<file path="src/rtl/gw_pkg.sv">
package gw_pkg;

    typedef enum logic [2:0] {
        SM_OFF    = 3'd0,
        SM_DETACH = 3'd1,
        SM_RISE   = 3'd4,
        SM_FALL   = 3'd5,
        SM_HIGH   = 3'd6,
        SM_LOW    = 3'd7
    } src_mode_e;

    typedef struct packed {
        src_mode_e mode;
        logic      pend;
        logic      en;
    } slot_st_t;

    // Unused codes collapse to Inactive.
    function automatic src_mode_e legal_mode(logic [2:0] raw);
        case (raw)
            3'd1:    return SM_DETACH;
            3'd4:    return SM_RISE;
            3'd5:    return SM_FALL;
            3'd6:    return SM_HIGH;
            3'd7:    return SM_LOW;
            default: return SM_OFF;
        endcase
    endfunction

    function automatic logic rectify(src_mode_e m, logic w);
        case (m)
            SM_RISE, SM_HIGH: return w;
            SM_FALL, SM_LOW:  return ~w;
            default:          return 1'b0;
        endcase
    endfunction

    function automatic logic is_level(src_mode_e m);
        return (m == SM_HIGH) || (m == SM_LOW);
    endfunction

    function automatic logic is_edge(src_mode_e m);
        return (m == SM_RISE) || (m == SM_FALL);
    endfunction

endpackage

</file>
<file path="src/rtl/gw_sync.sv">
module gw_sync #(
    parameter int W      = 8,
    parameter int STAGES = 2
) (
    input  logic         clk,
    input  logic         rst_n,
    input  logic [W-1:0] raw,
    output logic [W-1:0] wire_s,
    output logic [W-1:0] wire_prev
);
    // Stages 0..STAGES-1 synchronize; the extra last stage holds the prior sample.
    localparam int DEPTH = STAGES + 1;

    logic [W-1:0] stg_d [DEPTH];
    logic [W-1:0] stg_q [DEPTH];

    always_comb begin
        stg_d[0] = raw;
        for (int k = 1; k < DEPTH; k++) begin
            stg_d[k] = stg_q[k-1];
        end
    end

    always_ff @(posedge clk or negedge rst_n) begin
        if (!rst_n) begin
            for (int k = 0; k < DEPTH; k++) begin
                stg_q[k] <= '0;
            end
        end else begin
            stg_q <= stg_d;
        end
    end

    assign wire_s    = stg_q[STAGES-1];
    assign wire_prev = stg_q[STAGES];

endmodule

</file>
<file path="src/rtl/gw_slot.sv">
module gw_slot
    import gw_pkg::*;
(
    input  logic       clk,
    input  logic       rst_n,
    input  logic       deliver_msg,
    input  logic       wire_s,
    input  logic       wire_prev,
    input  logic       cfg_hit,
    input  logic [2:0] cfg_mode,
    input  logic       set_p,
    input  logic       clr_p,
    input  logic       set_e,
    input  logic       clr_e,
    input  logic       claim_hit,
    input  logic       fwd_hit,
    output logic       pend_o,
    output logic       en_o
);
    slot_st_t  cur_q, nxt_d;
    src_mode_e eff;
    logic      rect, rect_prev, edge_evt, cfg_set;

    always_comb begin
        nxt_d     = cur_q;
        eff       = cfg_hit ? legal_mode(cfg_mode) : cur_q.mode;
        nxt_d.mode = eff;
        rect      = rectify(eff, wire_s);
        rect_prev = rectify(eff, wire_prev);
        edge_evt  = ((eff == SM_RISE) &&  wire_s && !wire_prev) ||
                    ((eff == SM_FALL) && !wire_s &&  wire_prev);
        cfg_set   = cfg_hit && rect;

        case (eff)
            SM_DETACH: nxt_d.pend = set_p | (cur_q.pend & ~clr_p);
            SM_RISE, SM_FALL:
                nxt_d.pend = edge_evt | set_p | cfg_set |
                             (cur_q.pend & ~(clr_p | claim_hit | fwd_hit));
            SM_HIGH, SM_LOW: begin
                if (!deliver_msg) begin
                    nxt_d.pend = rect;
                end else begin
                    nxt_d.pend = rect & (~rect_prev | set_p | cfg_set |
                                         (cur_q.pend & ~(clr_p | fwd_hit)));
                end
            end
            default: nxt_d.pend = 1'b0;
        endcase

        nxt_d.en = (eff == SM_OFF) ? 1'b0 : (set_e | (cur_q.en & ~clr_e));
    end

    always_ff @(posedge clk or negedge rst_n) begin
        if (!rst_n) begin
            cur_q <= '{mode: SM_OFF, pend: 1'b0, en: 1'b0};
        end else begin
            cur_q <= nxt_d;
        end
    end

    assign pend_o = cur_q.pend;
    assign en_o   = cur_q.en;

    p_off_ignores_set_r2: assert property (@(posedge clk) disable iff (!rst_n)
        (cur_q.mode == SM_OFF && !cfg_hit && set_p) |=> !cur_q.pend);

    p_direct_level_holds_r4: assert property (@(posedge clk) disable iff (!rst_n)
        (is_level(cur_q.mode) && !deliver_msg && !cfg_hit && rect && (claim_hit || clr_p))
        |=> cur_q.pend);

    p_msg_low_clears_r5: assert property (@(posedge clk) disable iff (!rst_n)
        (is_level(cur_q.mode) && deliver_msg && !cfg_hit && !rect) |=> !cur_q.pend);

    p_edge_clear_r6: assert property (@(posedge clk) disable iff (!rst_n)
        (is_edge(cur_q.mode) && !cfg_hit && !edge_evt && !set_p && clr_p) |=> !cur_q.pend);

    p_detached_hold_r7: assert property (@(posedge clk) disable iff (!rst_n)
        (cur_q.mode == SM_DETACH && !cfg_hit && !set_p && !clr_p)
        |=> cur_q.pend == $past(cur_q.pend));

    p_set_beats_clear_r9: assert property (@(posedge clk) disable iff (!rst_n)
        (is_edge(cur_q.mode) && !cfg_hit && edge_evt && (clr_p || claim_hit || fwd_hit))
        |=> cur_q.pend);

endmodule

</file>
<file path="src/rtl/gw_pend_gateway.sv">
module gw_pend_gateway
    import gw_pkg::*;
#(
    parameter int NUM_SRC     = 8,
    parameter int SYNC_STAGES = 2,
    localparam int NUM_W      = $clog2(NUM_SRC + 1)
) (
    input  logic               clk,
    input  logic               rst_n,
    input  logic [NUM_SRC-1:0] src_wire,
    input  logic               deliver_msg,
    input  logic               dom_enable,
    input  logic               cfg_we,
    input  logic [NUM_W-1:0]   cfg_num,
    input  logic [2:0]         cfg_mode,
    input  logic               setip_we,
    input  logic [NUM_SRC-1:0] setip_bits,
    input  logic               clrip_we,
    input  logic [NUM_SRC-1:0] clrip_bits,
    input  logic               setipnum_we,
    input  logic [NUM_W-1:0]   setipnum,
    input  logic               clripnum_we,
    input  logic [NUM_W-1:0]   clripnum,
    input  logic               setie_we,
    input  logic [NUM_SRC-1:0] setie_bits,
    input  logic               clrie_we,
    input  logic [NUM_SRC-1:0] clrie_bits,
    input  logic               setienum_we,
    input  logic [NUM_W-1:0]   setienum,
    input  logic               clrienum_we,
    input  logic [NUM_W-1:0]   clrienum,
    input  logic               claim_we,
    input  logic [NUM_W-1:0]   claim_num,
    input  logic               fwd_we,
    input  logic [NUM_W-1:0]   fwd_num,
    output logic [NUM_SRC-1:0] pend_o,
    output logic [NUM_SRC-1:0] en_o,
    output logic [NUM_SRC-1:0] req_o
);
    // Source number n selects bit n-1; number 0 and out-of-range numbers select nothing.
    function automatic logic [NUM_SRC-1:0] num_hit(logic we, logic [NUM_W-1:0] num);
        logic [NUM_SRC-1:0] h;
        for (int k = 0; k < NUM_SRC; k++) begin
            h[k] = we && (num == NUM_W'(k + 1));
        end
        return h;
    endfunction

    logic [NUM_SRC-1:0] wire_s, wire_prev;
    logic [NUM_SRC-1:0] cfg_hit, set_p, clr_p, set_e, clr_e, claim_hit, fwd_hit;

    gw_sync #(.W(NUM_SRC), .STAGES(SYNC_STAGES)) u_sync (
        .clk       (clk),
        .rst_n     (rst_n),
        .raw       (src_wire),
        .wire_s    (wire_s),
        .wire_prev (wire_prev)
    );

    always_comb begin
        cfg_hit   = num_hit(cfg_we, cfg_num);
        set_p     = ({NUM_SRC{setip_we}} & setip_bits) | num_hit(setipnum_we, setipnum);
        clr_p     = ({NUM_SRC{clrip_we}} & clrip_bits) | num_hit(clripnum_we, clripnum);
        set_e     = ({NUM_SRC{setie_we}} & setie_bits) | num_hit(setienum_we, setienum);
        clr_e     = ({NUM_SRC{clrie_we}} & clrie_bits) | num_hit(clrienum_we, clrienum);
        claim_hit = num_hit(claim_we, claim_num);
        fwd_hit   = num_hit(fwd_we, fwd_num);
    end

    for (genvar g = 0; g < NUM_SRC; g++) begin : g_slot
        gw_slot u_slot (
            .clk         (clk),
            .rst_n       (rst_n),
            .deliver_msg (deliver_msg),
            .wire_s      (wire_s[g]),
            .wire_prev   (wire_prev[g]),
            .cfg_hit     (cfg_hit[g]),
            .cfg_mode    (cfg_mode),
            .set_p       (set_p[g]),
            .clr_p       (clr_p[g]),
            .set_e       (set_e[g]),
            .clr_e       (clr_e[g]),
            .claim_hit   (claim_hit[g]),
            .fwd_hit     (fwd_hit[g]),
            .pend_o      (pend_o[g]),
            .en_o        (en_o[g])
        );
    end

    assign req_o = pend_o & en_o & {NUM_SRC{dom_enable}};

endmodule

</file>
<file path="config.mk">
export PLATFORM = sky130hd
export DESIGN_NAME = gw_pend_gateway
export DESIGN_NICKNAME = d
export VERILOG_FILES = /design/src/rtl/gw_pkg.sv /design/src/rtl/gw_sync.sv /design/src/rtl/gw_slot.sv /design/src/rtl/gw_pend_gateway.sv
export SDC_FILE = /design/constraint.sdc
export NUM_CORES = 1
export LEC_CHECK = 0
export ABC_AREA = 1
export CORE_MARGIN = 3
export CORE_UTILIZATION = 40
export CTS_CLUSTER_DIAMETER = 30
export DETAILED_ROUTE_END_ITERATION = 16
export GPL_TIMING_DRIVEN = 0
export PLACE_DENSITY_LB_ADDON = 0.25
export SKIP_CTS_REPAIR_TIMING = 1
export SLEW_MARGIN = 5
export SYNTH_ARGS = -nofsm -noshare
export SYNTH_HDL_FRONTEND = slang
export SYNTH_SLANG_ARGS = --single-unit
</file>
<file path="constraint.sdc">
create_clock -name clk -period 2.9 [get_ports clk]
set_clock_uncertainty 0.1 [all_clocks]
set_input_delay 0.29 -clock clk [delete_from_list [all_inputs] [get_ports clk]]
set_output_delay 0.29 -clock clk [all_outputs]
set_load 0.005 [all_outputs]
</file>
After elaboration in Yosys (flattened, before gate mapping)
Cells that the tools add are included.

Add/subtract/negate cells: 0. Multipliers: 0. Divide/modulo/power cells: 0. Magnitude comparators: 0. Eq/ne operators: 101. Shift operators: 0. Muxes and demuxes: 49. Bitwise operators: 194. Reductions and logical operators: 160.

Operators by type and width (count): $eq 4x3->1 const B (28); $eq 3x3->1 const B (36); $logic_and 1x1->1 (96); $or 1x1->1 (88); $reduce_or 2->1 (32); $eq 4x2->1 const B (14); $not 1->1 (56); $and 8x8->8 (6); $and 1x1->1 (40); $or 8x8->8 (4); $pmux 1 s2 (16); $eq 4x1->1 const B (7); $eq 4x4->1 const B (7); $eq 3x1->1 const B (9); $logic_not 3->1 (8); $mux 3 (8); $pmux 1 s3 (8); $logic_not 1->1 (16); $mux 1 (16); $pmux 3 s5 (1); $logic_or 1x1->1 (8).

Bits in registers: 64. Bits in latches: 0. RAM bits: 0. ROM bits: 0. Output and inout bits: 24. Logic and storage cells: 531. Memories: 0.

Longest topological paths before layout
Depth in word-level cells: 13. Gate-level depth with buffers: 16. Gate-level depth less buffers: 15.

Hierarchy
Synthesis repeated with hierarchy kept, for this count alone.

Cells, all modules: 693. Area total of the unflattened synthesis: 4396.7 µm².

Modules (own cells, without submodules): gw_slot (instances 8, cells an instance 55, area an instance 354.1 µm², seq. area each 125.1 µm²); gw_pend_gateway (instances 1, cells an instance 221, area an instance 903.4 µm², seq. area each 0.0 µm²); gw_sync (instances 1, cells an instance 32, area an instance 660.6 µm², seq. area each 600.6 µm²).

Least setup slack after synthesis
Ideal clock, no wire load.

Path type: input-to-reg. Start point: input port cfg_mode[2]. End point: register g_slot[3].u_slot.cur_q, in the netlist g_slot[3].u_slot.pend_o. Arrival time: 1376 ps. Required time: 2683 ps. Slack: 1308 ps. Stages: 16. Buffers on the path: 1. Cell sequence: buf_4 inv_2 nand2_1 nand2_2 inv_1 nand2_1 nand2_1 nand2_1 nand2_1 nand3b_1 nand2_1 nand2_1 nand2_1 nand2_1 nand2_1 nand2_1.

RTL lines: start, declared (RTL line gw_pend_gateway.sv:15) `input logic [2:0] cfg_mode,`; end signal, assigned (RTL line gw_slot.sv:55) `cur_q <= '{mode: SM_OFF, pend: 1'b0, en: 1'b0};`; end signal, assigned (RTL line gw_slot.sv:57) `cur_q <= nxt_d;`; end, declared (RTL line gw_slot.sv:20) `slot_st_t cur_q, nxt_d;`.

==> metrics.csv <==
metric,value,unit
status,finished with violations,
violated checks,negative hold slack,
largest family of logic cells by synthesized area,simple AND/OR/NAND/NOR gates,
logic gate share of total power,36.0,%
global-route wire length before repair,20.6,mm
"setup slack, reg-to-reg",1.40,ns
final design utilization,55.6,%
crit path kind,primary input to register,
remaining antenna violation count,0,
GP Congestion,0.890,
# nets final,849,
Net Sw Frac,34.0,%
Worst Setup EP,g_slot[7].u_slot.pend_o,
H-tree levels,3,
Post-synth ARST share,100,%
post-synthesis mux area share,0,%
Top delay family on crit path,simple AND/OR/NAND/NOR gates,
TritonRoute pass-1 iters,5,
top-level port count,110,
non-filler instance count after layout,899,
Max Freq,431,MHz
Yosys reg bits,64,
"Avg Cell Area, Syn",6.52,um^2
post-synthesis simple-gate area fraction,42.0,%
setup TNS,0,ns
CP bufs+invs,1,
Post-synth EDFFs,0,
multi-input logic area,2150,um^2
post-synth top area share,37.8,%
via count,4578,
largest fanout on the critical path,8,
CTS tree,built,
Synth Flop Type,dfrtp_1,
worst reg2reg path depth,12,
worst path required time,3.03,ns
Initial Utilization,42.1,%
Synth Area in Adders,0,%
Synth Area in XOR/XNOR,0,%
CP dominant cell by count,nand2_1,
DRT Wirelength,13.4,mm
"CTS clk-pin slew, worst paths",0.07,ns
Worst Hold Class,primary input to async pin,
Synth Net Count,735,
Crit path depth,11,
synth top area cells,"dfrtp_1, nand2_1, nand3_1",
die height,109,um
Sequential Power Share,40.1,%
min cycle time layout,2.32,ns
cell count after synthesis,649,
initial antenna violation count,0,
routed vias/inst,5.09,
Startpoint Class,primary input,
Yosys warnings,0,
PortBufs,103,
Power Density,489,nW/um^2
grt ovf,0,
complex-gate fraction of the synthesized area,8.90,%
Area Overhead vs Synth,31.9,%
post-synthesis sequential area ratio,37.8,%
Synth Cell Area,4230,um^2
critical path cell sequence,"clkdlybuf4s50_1, nor2_1, nand4_1, nand2_1, o21ai_2, nand2_1, nand3_1, o21ai_0, nand3_1, nand2_1, nand2_1",
critical path launch point,cfg_num[1],
root buffer cell,clkbuf_8,
commonest cells in the netlist,"nand2_1, inv_1, nor2_1",
Die W,109,um
vias in the first global route,4351,
global-route usage over all layers,22.8,%
Max Slew Vio Count,0,
Bufs on Longest Clock Path,2,
final setup vio count,0,
CP endpoint kind,register,
DRC,0,
Worst IR Drop VDD,0.257,mV
RSZ-0062 raised after global routing,no,
r2r startpoint,g_slot[2].u_slot.pend_o,
final hold vios,64,
FILL cells,969,
"slowest stage delay, CP",0.52,ns
Final Hold Slack,-0.0612,ns
clock insertion delay at the later pin of the skew report,0.35,ns
most common cell in the netlist,nand2_1,
Num CTS Buffers,9,
num rows,36,
Tot Pwr,2.73,mW
internal power,1.80,mW
Clk pwr share,23.9,%
DP HPWL,10.7,mm
reg2reg end,g_slot[2].u_slot.pend_o,
ant diodes,0,
Net Sw Power,0.929,mW
Worst Path Arrival,2.45,ns
largest area contributor in the netlist,dfrtp_1,
pin count of the biggest net entering global routing,65,
final period utilization,80.0,%
max_cap viols,0,
CP max-delay cell,clkdlybuf4s50_1,
Slew @ Worst Pin,0.827,ns
layout cell share with drive strength beyond 1,7.05,%
Starting DRT DRC Count,330,
DR WL/cell,14.9,um
clock net sink count,64,
Sequential Area,1600,um^2
slew margin rel.,44.8,%
Yosys cell types,31,
Core Region,10000,um^2
P_leak,2.81,nW
Die ar.,11800,um^2
placed cell count,885,
[metrics by stage]
step	instance area [um^2]	worst slack, ns	hold WS [ns]
3_5_place_dp	5430	0.270	0.237
4_1_cts	5580	0.633	-0.0189
3_3_place_gp	5430	-0.737	0.233
2_1_floorplan	4230	1.31	-0.106
5_1_grt	5580	0.382	0.0119
6_report	5580	0.579	-0.0612
[cell families (layout without fill, tap and decap cells)]
| group | after synthesis | in the layout |
|---|---|---|
| flip-flops | 64 | 64 |
| buffers and inverters | 109 | 226 |
| AND/OR/NAND/NOR | 414 | 414 |
| AO/OA/AOI/OAI | 62 | 62 |
[per-layer routing]
metal	up-vias	routed length, um	part of all wire [%]	global-route usage [%]
li1	2263	-	-	-
met2	183	6360	48	39.8
met1	2100	5370	40	26.6
met3	32	1140	8.6	4.50
met4	0	497	3.7	11.2
met5	-	0	0	0
[power by group through the flow]
stage,clock [mW],combinational [mW],sequential [mW]
after floorplan,0,0.581,1.09
after global placement,0,0.949,1.10
after detailed placement,0,0.976,1.11
after CTS,0.670,0.982,1.09
after global routing,0.708,1.10,1.11
final,0.653,0.983,1.09
[final cells by class]
class	count	area share, %
Buffer	23	2.76
Clock buffer	13	2.67
Inverter	86	5.78
Sequential cell	64	28.7
Timing Repair Buffer	103	18.4
Multi-Input combinational cell	476	38.6
Clock inverter	1	0.0897
Tap cell	133	2.98
[cells in the final DEF (no fill, tap or decap)]
cell type	Yosys	layout
nand3_2	3	3
nand3_1	68	68
a21boi_0	1	1
nor3_1	8	8
nand2_4	2	2
nor2_1	80	80
o32ai_1	2	2
o21ai_1	4	4
dfrtp_1	64	64
o31ai_1	7	7
o21ai_0	21	21
clkbuf_8	0	10
a22o_1	1	1
clkinv_1	1	1
nor2_4	3	3
o21a_1	3	3
and2_1	1	1
nand2_2	11	11
nand2_1	223	223
buf_4	18	19
a21oi_1	16	16
nor2_2	1	1
clkbuf_1	5	8
o21ai_2	3	3
nand4_1	11	11
clkdlybuf4s50_1	0	102
a32o_1	1	1
o21bai_1	1	1
nand3b_1	3	3
inv_1	84	84
a2111o_1	1	1
clkinv_2	0	1
inv_2	1	1
a211oi_1	1	1
[worst reg2reg max path, delay by kind of cell, from the launching register on]
family,cells,cell delay [ns]
and+or+nand+nor,9,0.64
DFF,1,0.35
AOI/OAI and AO/OA,1,0.23
buffers and inverters,2,0.11
[sequential cells by signal (all words and copies together) (netlist names)]
register / cells
u_sync.stg_d: 8
g_slot.u_slot.cur_q: 24
u_sync.wire_s: 8
g_slot.u_slot.pend_o: 8
g_slot.u_slot.en_o: 8
u_sync.wire_prev: 8
[how the worst min path moves through the flow]
stage / startpoint / endpoint / slack, ns / depth (start not counted)
2_1_floorplan: rst_n / g_slot[0].u_slot.cur_q[2] / -0.11 / 0
3_5_place_dp: u_sync.stg_d[11] / u_sync.wire_s[3] / 0.24 / 0
6_report: rst_n / g_slot[4].u_slot.cur_q[4] / -0.06 / 1
3_3_place_gp: u_sync.stg_d[15] / u_sync.wire_s[7] / 0.23 / 0
4_1_cts: rst_n / u_sync.stg_d[13] / -0.02 / 1
5_1_grt: rst_n / u_sync.stg_d[12] / 0.01 / 1
Note: power is estimated with default switching activity, not from simulation.
